## config.mk

```make
export PLATFORM = sky130hd
export DESIGN_NAME = vwr_responder
export DESIGN_NICKNAME = d
export VERILOG_FILES = /design/src/rtl/vwr_pkg.sv /design/src/rtl/vwr_warn_fsm.sv /design/src/rtl/vwr_tx_report.sv /design/src/rtl/vwr_responder.sv
export SDC_FILE = /design/constraint.sdc
export NUM_CORES = 1
export LEC_CHECK = 0
export BUFFER_PORTS_ARGS = -buffer_cell sky130_fd_sc_hd__buf_4
export CORE_MARGIN = 1.5
export CORE_UTILIZATION = 46
export DETAILED_ROUTE_END_ITERATION = 7
export GPL_TIMING_DRIVEN = 0
export MAX_ROUTING_LAYER = met4
export PLACE_DENSITY = 0.88
export SLEW_MARGIN = 30
export SYNTH_ARGS = -nofsm -noshare
export SYNTH_HDL_FRONTEND = slang
export SYNTH_HIERARCHICAL = 1
export SYNTH_SLANG_ARGS = --single-unit
```

## constraint.sdc

```tcl
create_clock -name clk -period 1.84 [get_ports clk]
set_input_delay 0.092 -clock clk [delete_from_list [all_inputs] [get_ports clk]]
set_output_delay 0.092 -clock clk [all_outputs]
set_load 0.03 [all_outputs]
```

## src/rtl/vwr_pkg.sv

```systemverilog
package vwr_pkg;

    // channel numbering on the link
    localparam int unsigned CH_PERIPH = 0;
    localparam int unsigned CH_VWIRE  = 1;
    localparam int unsigned CH_OOB    = 2;
    localparam int unsigned CH_FLASH  = 3;

    // incoming warning wires, numbered as their event id
    localparam int unsigned WARN_HOST = 0;
    localparam int unsigned WARN_OOB  = 1;
    localparam int unsigned WARN_SUS  = 2;
    localparam int unsigned NUM_WARN  = 3;

    // outgoing wires, numbered as their report id (also report priority)
    localparam int unsigned TXW_HOST_ACK    = 0;
    localparam int unsigned TXW_OOB_ACK     = 1;
    localparam int unsigned TXW_SUS_ACK     = 2;
    localparam int unsigned TXW_BOOT_DONE   = 3;
    localparam int unsigned TXW_BOOT_STATUS = 4;
    localparam int unsigned NUM_TXW         = 5;
    localparam int unsigned TX_ID_W         = $clog2(NUM_TXW);

    typedef enum logic [1:0] {
        HS_IDLE  = 2'd0,
        HS_DRAIN = 2'd1,
        HS_ACKED = 2'd2
    } hs_state_e;

    // channels a warning must drain before it may be acknowledged
    function automatic logic [31:0] warn_chan_mask(int unsigned w);
        logic [31:0] m;
        case (w)
            WARN_HOST: m = 32'd1 << CH_PERIPH;
            WARN_OOB:  m = 32'd1 << CH_OOB;
            default:   m = ~(32'd1 << CH_VWIRE);
        endcase
        return m;
    endfunction

endpackage

```

## src/rtl/vwr_warn_fsm.sv

```systemverilog
module vwr_warn_fsm
    import vwr_pkg::*;
(
    input  logic clk,
    input  logic rst_n,
    input  logic g3_rst,
    input  logic evt_hit,
    input  logic evt_level,
    input  logic chan_idle,
    output logic quiesce,
    output logic ack
);

    typedef struct packed {
        hs_state_e st;
    } fsm_t;

    fsm_t fsm_d, fsm_q;

    always_comb begin
        fsm_d = fsm_q;
        if (g3_rst) begin
            fsm_d.st = HS_IDLE;
        end else if (evt_hit) begin
            // a raised warning always restarts the drain
            fsm_d.st = evt_level ? HS_DRAIN : HS_IDLE;
        end else if (fsm_q.st == HS_DRAIN && chan_idle) begin
            fsm_d.st = HS_ACKED;
        end
    end

    always_ff @(posedge clk or negedge rst_n) begin
        if (!rst_n) begin
            fsm_q <= '{st: HS_IDLE};
        end else begin
            fsm_q <= fsm_d;
        end
    end

    assign quiesce = (fsm_q.st != HS_IDLE);
    assign ack     = (fsm_q.st == HS_ACKED);

endmodule

```

## src/rtl/vwr_tx_report.sv

```systemverilog
module vwr_tx_report #(
    parameter int unsigned NW  = 5,
    parameter int unsigned IDW = 3
) (
    input  logic           clk,
    input  logic           rst_n,
    input  logic           g3_rst,
    input  logic [NW-1:0]  wires,
    output logic           tx_valid,
    output logic [IDW-1:0] tx_id,
    output logic           tx_level
);

    typedef struct packed {
        logic [NW-1:0] last;
        logic [NW-1:0] pend;
    } rep_t;

    rep_t          rep_d, rep_q;
    logic          sel_found;
    logic [IDW-1:0] sel_idx;
    logic [NW-1:0] sel_clr;

    // lowest pending wire number goes out first
    always_comb begin
        sel_found = 1'b0;
        sel_idx   = '0;
        for (int i = 0; i < int'(NW); i++) begin
            if (rep_q.pend[i] && !sel_found) begin
                sel_found = 1'b1;
                sel_idx   = IDW'(i);
            end
        end
    end

    always_comb begin
        sel_clr = '0;
        if (sel_found) begin
            sel_clr[sel_idx] = 1'b1;
        end
        rep_d      = rep_q;
        rep_d.last = wires;
        rep_d.pend = (rep_q.pend & ~sel_clr) | (wires ^ rep_q.last);
        if (g3_rst) begin
            rep_d = '0;
        end
    end

    always_ff @(posedge clk or negedge rst_n) begin
        if (!rst_n) begin
            rep_q <= '0;
        end else begin
            rep_q <= rep_d;
        end
    end

    assign tx_valid = sel_found;
    assign tx_id    = sel_idx;
    assign tx_level = rep_q.last[sel_idx];

endmodule

```

## src/rtl/vwr_responder.sv

```systemverilog
module vwr_responder
    import vwr_pkg::*;
#(
    parameter int unsigned NCH      = 4,
    parameter int unsigned EVT_ID_W = 4
) (
    input  logic                clk,
    input  logic                rst_n,
    input  logic                g3_rst,
    input  logic                vw_evt_valid,
    input  logic [EVT_ID_W-1:0] vw_evt_id,
    input  logic                vw_evt_level,
    input  logic                fw_boot_done,
    input  logic                fw_boot_ok,
    input  logic [NCH-1:0]      q_empty,
    input  logic [NCH-1:0]      q_busy,
    input  logic [NCH-1:0]      up_req,
    output logic [NCH-1:0]      up_accept,
    input  logic                cfg_we,
    input  logic [NCH-1:0]      cfg_wdata,
    output logic [NCH-1:0]      ch_en,
    output logic [NCH-1:0]      quiesce,
    output logic                host_rst_ack,
    output logic                oob_rst_ack,
    output logic                sus_ack,
    output logic                boot_done,
    output logic                boot_status,
    output logic                tx_valid,
    output logic [TX_ID_W-1:0]  tx_id,
    output logic                tx_level
);

    typedef struct packed {
        logic [NCH-1:0] ch_en;
        logic           boot_done;
        logic           boot_status;
    } ctl_t;

    ctl_t                ctl_d, ctl_q;
    logic [NCH-1:0]      chan_idle;
    logic [NUM_WARN-1:0] warn_quiesce;
    logic [NUM_WARN-1:0] warn_ack;
    logic [NCH-1:0]      quiesce_c;
    logic [NUM_TXW-1:0]  tx_wires;

    assign chan_idle = q_empty & ~q_busy;

    // one handshake engine per warning wire
    for (genvar gw = 0; gw < NUM_WARN; gw++) begin : g_warn
        localparam logic [NCH-1:0] W_MASK = NCH'(warn_chan_mask(gw));
        logic hit;
        logic idle;
        assign hit  = vw_evt_valid && (vw_evt_id == EVT_ID_W'(gw));
        assign idle = &(chan_idle | ~W_MASK);
        vwr_warn_fsm i_fsm (
            .clk       (clk),
            .rst_n     (rst_n),
            .g3_rst    (g3_rst),
            .evt_hit   (hit),
            .evt_level (vw_evt_level),
            .chan_idle (idle),
            .quiesce   (warn_quiesce[gw]),
            .ack       (warn_ack[gw])
        );
    end

    always_comb begin
        quiesce_c = '0;
        for (int w = 0; w < int'(NUM_WARN); w++) begin
            if (warn_quiesce[w]) begin
                quiesce_c = quiesce_c | NCH'(warn_chan_mask(w));
            end
        end
    end

    // channel enables and boot wires
    always_comb begin
        ctl_d = ctl_q;
        if (cfg_we) begin
            ctl_d.ch_en = cfg_wdata;
        end
        if (fw_boot_done && !ctl_q.boot_done) begin
            ctl_d.boot_done   = 1'b1;
            ctl_d.boot_status = fw_boot_ok;
        end
        if (g3_rst) begin
            ctl_d = '0;
        end
    end

    always_ff @(posedge clk or negedge rst_n) begin
        if (!rst_n) begin
            ctl_q <= '0;
        end else begin
            ctl_q <= ctl_d;
        end
    end

    always_comb begin
        tx_wires                  = '0;
        tx_wires[TXW_HOST_ACK]    = warn_ack[WARN_HOST];
        tx_wires[TXW_OOB_ACK]     = warn_ack[WARN_OOB];
        tx_wires[TXW_SUS_ACK]     = warn_ack[WARN_SUS];
        tx_wires[TXW_BOOT_DONE]   = ctl_q.boot_done;
        tx_wires[TXW_BOOT_STATUS] = ctl_q.boot_status;
    end

    vwr_tx_report #(
        .NW  (NUM_TXW),
        .IDW (TX_ID_W)
    ) i_report (
        .clk      (clk),
        .rst_n    (rst_n),
        .g3_rst   (g3_rst),
        .wires    (tx_wires),
        .tx_valid (tx_valid),
        .tx_id    (tx_id),
        .tx_level (tx_level)
    );

    assign quiesce      = quiesce_c;
    assign ch_en        = ctl_q.ch_en;
    assign up_accept    = up_req & ctl_q.ch_en & ~quiesce_c;
    assign host_rst_ack = warn_ack[WARN_HOST];
    assign oob_rst_ack  = warn_ack[WARN_OOB];
    assign sus_ack      = warn_ack[WARN_SUS];
    assign boot_done    = ctl_q.boot_done;
    assign boot_status  = ctl_q.boot_status;

endmodule

```

==> run metrics <==
outcome complete, no violations; Die X 53.0 um; PD cells 616 nW/um^2; design area 1570 um^2; Synth-to-Final Area Change 36.6%; H-tree depth 1; Post-Synthesis Net Count 148; Starting Density 50.5%; CP Capture Type output port; total chip power 0.966 mW; count of different cell masters after synthesis 32; Max IR drop VDD 0.000332 V; Combinational Power Share 20.9%; Seq/Total Area, Yosys 47.9%; P_int 0.712 mW; Pleak 0.782 nW; I/O Pins 50; Switch Pwr 0.254 mW; CP Cell Sequence or4_4 -> nor3_1 -> a31oi_1 -> buf_4; crit path DAT 1.69 ns; vias in the first global route 940; synthesized area 1150 um^2; Final Max Slew Viols 0; final antenna-violating net count 0; f_max 562 MHz; Sequential Power Share 53.0%; clock transition at the registers of the reported paths 0.11 ns; WHS 0.0244 ns; met2 wire length 1.11 mm; uppermost layer routed met4; root buffer cell clkbuf_4; die height 53.0 um; min cycle time layout 1.78 ns; Post-Layout Cell Count 197; CTS Buf Count 3; CP startpoint kind register; Clock Power Share 26.1%; # setup viols final 0; Worst path slowest cell or4_4; Yosys Warn Count 6; initial DRC count 19; clk buf depth 2; RSZ-0062 raised after global routing false; reported max-cap violation count 0; clock sinks 22; # port buffers 45; Net Sw Frac 26.3%; worst skew pair latency 0.29 ns; flops & latches, synth 22; Rows 17; Final #Nets 198; TritonCTS clock tree done; Synth Area per Inst 9.57 um^2; Core Region 2280 um^2; first-pass GRT wire length 3.95 mm; CP Class register to output port; worst-path fanout max 6; grt total ovfl 0; Final Hold Fails 0; met3 routed WL 151 um; initial antenna violation count 0; Residual DRC 0; DRT met1 WL 1.06 mm; CP bufs+invs 1; vias 1016; Worst Skew 0.00309 ns; First-pass DRT Iterations 4; n_diodes 0; Via-to-Cell Ratio 5.16; max incr delay on CP 0.56 ns; Post-DP HPWL 1.79 mm; Die Area 2810 um^2; gpl congestion 0.763; placed cell areas 1520 um^2; min-delay worst type primary input to register; Post-Syn Instances 120; Post-Place Cells 193; setup TNS 0 ns; largest net degree at the start of global routing 23; DR WL/cell 11.8 um; period utilization 96.6%; total wire length 2.33 mm; layout cells sized above 1 35.5%; Tot GR Track Use 19.4%; Req. time, crit path 1.75 ns; top cell family by delay on the critical path simple AND/OR/NAND/NOR gates
[final timing paths]
| path | depth (start not counted) | startpoint | slack [ns] | to |
|---|---|---|---|---|
| max in group asynchronous | 2 | rst_n | 1.40 | i_report/rep_q[1] |
| min | 3 | fw_boot_done | 0.02 | boot_done |
| min reg2reg | 2 | i_report/rep_q[5] | 0.56 | i_report/rep_q[0] |
| max reg2reg | 3 | i_report/rep_q[3] | 0.49 | i_report/rep_q[4] |
| max | 4 | i_report/rep_q[3] | 0.06 | tx_level |
| min in group asynchronous | 2 | rst_n | 0.21 | g_warn[0].i_fsm/fsm_q[0] |
[synthesized netlist by cell type (all sizes together)]
master | number | share of area [%]
a21o | 1 | 0.65
a21oi | 11 | 5.8
a31oi | 1 | 0.55
and2 | 1 | 0.55
and4b | 1 | 0.87
buf | 3 | 1.7
clkbuf | 3 | 1.1
conb | 1 | 0.33
dfrtp | 22 | 48
inv | 2 | 0.65
mux2i | 5 | 4.4
nand2 | 8 | 2.6
nand2b | 6 | 3.9
nand3b | 4 | 2.6
nand4bb | 1 | 0.98
nor2 | 14 | 4.6
nor2b | 11 | 6.0
nor3 | 6 | 2.6
nor4 | 1 | 0.55
nor4b | 2 | 1.5
o21ai | 3 | 1.3
o31ai | 1 | 0.65
or2 | 5 | 2.7
or4 | 2 | 1.6
xnor2 | 4 | 3.0
xor2 | 1 | 0.76
[layout make-up]
cell class                 instances  area, um^2
fill                             172         707
multi-input combinational         90         558
sequential                        22         553
timing repair buffer              47         355
clock buffer                       4        36.3
tap                               28        35.0
buffer                             4        23.8
inverter                           2        7.51
[timing repair]
action	4_1_cts	5_1_grt
buffers inserted	0	1
resized for setup	0	2
hold buffers	1	0
hold endpoints to repair	22	0
endpoints found under the setup margin	0	1
[power by group through the flow]
stage / sequential, mW / clock [mW] / combinational, mW
after floorplan: 0.533 / 0 / 0.0890
after global placement: 0.520 / 0 / 0.198
after detailed placement: 0.521 / 0 / 0.202
after CTS: 0.512 / 0.262 / 0.204
after global routing: 0.515 / 0.285 / 0.220
final: 0.512 / 0.252 / 0.202
[per-stage QoR]
step,worst slack (ns),utilization (%)
floorplan,0.250,-
global placement,0.364,66.8
detailed placement,0.370,66.8
CTS,0.0222,68.9
global route,0.00557,68.9
finish,0.0618,68.9
[placed cells by master, fill, tap and decap left out, drive strengths merged]
cell type    netlist  final
a21oi             11     11
a31oi              1      1
o21ai              3      3
or2                5      5
inv                2      2
and2               1      1
nor2              14     14
nor2b             11     11
nor4               1      1
nand3b             4      4
mux2i              5      5
buf                3     48
xor2               1      1
nor4b              2      2
xnor2              4      4
dfrtp             22     22
nand4bb            1      1
or4                2      2
o31ai              1      1
nand2              8      8
conb               1      1
nor3               6      6
and4b              1      1
clkbuf             3      6
dlygate4sd3        0      1
nand2b             6      6
a21o               1      1
[state kept, by name, indices dropped and copies added, names as in the netlist]
signal              cells
ch_en                   4
g_warn.i_fsm/fsm_q      6
i_report/rep_q         10
boot_done               1
boot_status             1
[kinds of logic after synthesis]
group                     Yosys count  synth area share [%]
and+or+nand+nor                    62                  31.2
DFF                                22                  47.9
AOI/OAI and AO/OA                  17                  8.93
buffers and inverters               8                  3.49
xor gates and xnor gates            5                  3.81
muxes                               5                  4.36
other                               1                 0.326
[worst min-delay path, delay by kind of cell]
family | cells | cell delay [ns]
and+or+nand+nor | 2 | 0.11
buffers and inverters | 1 | 0.09
[metal layers]
layer  track usage [%]  vias up
met5                 -        -
met1              25.0      471
met3              2.54        2
met4              5.13        0
li1                  -      502
met2              32.3       41
(Power assumes the default switching activity.)
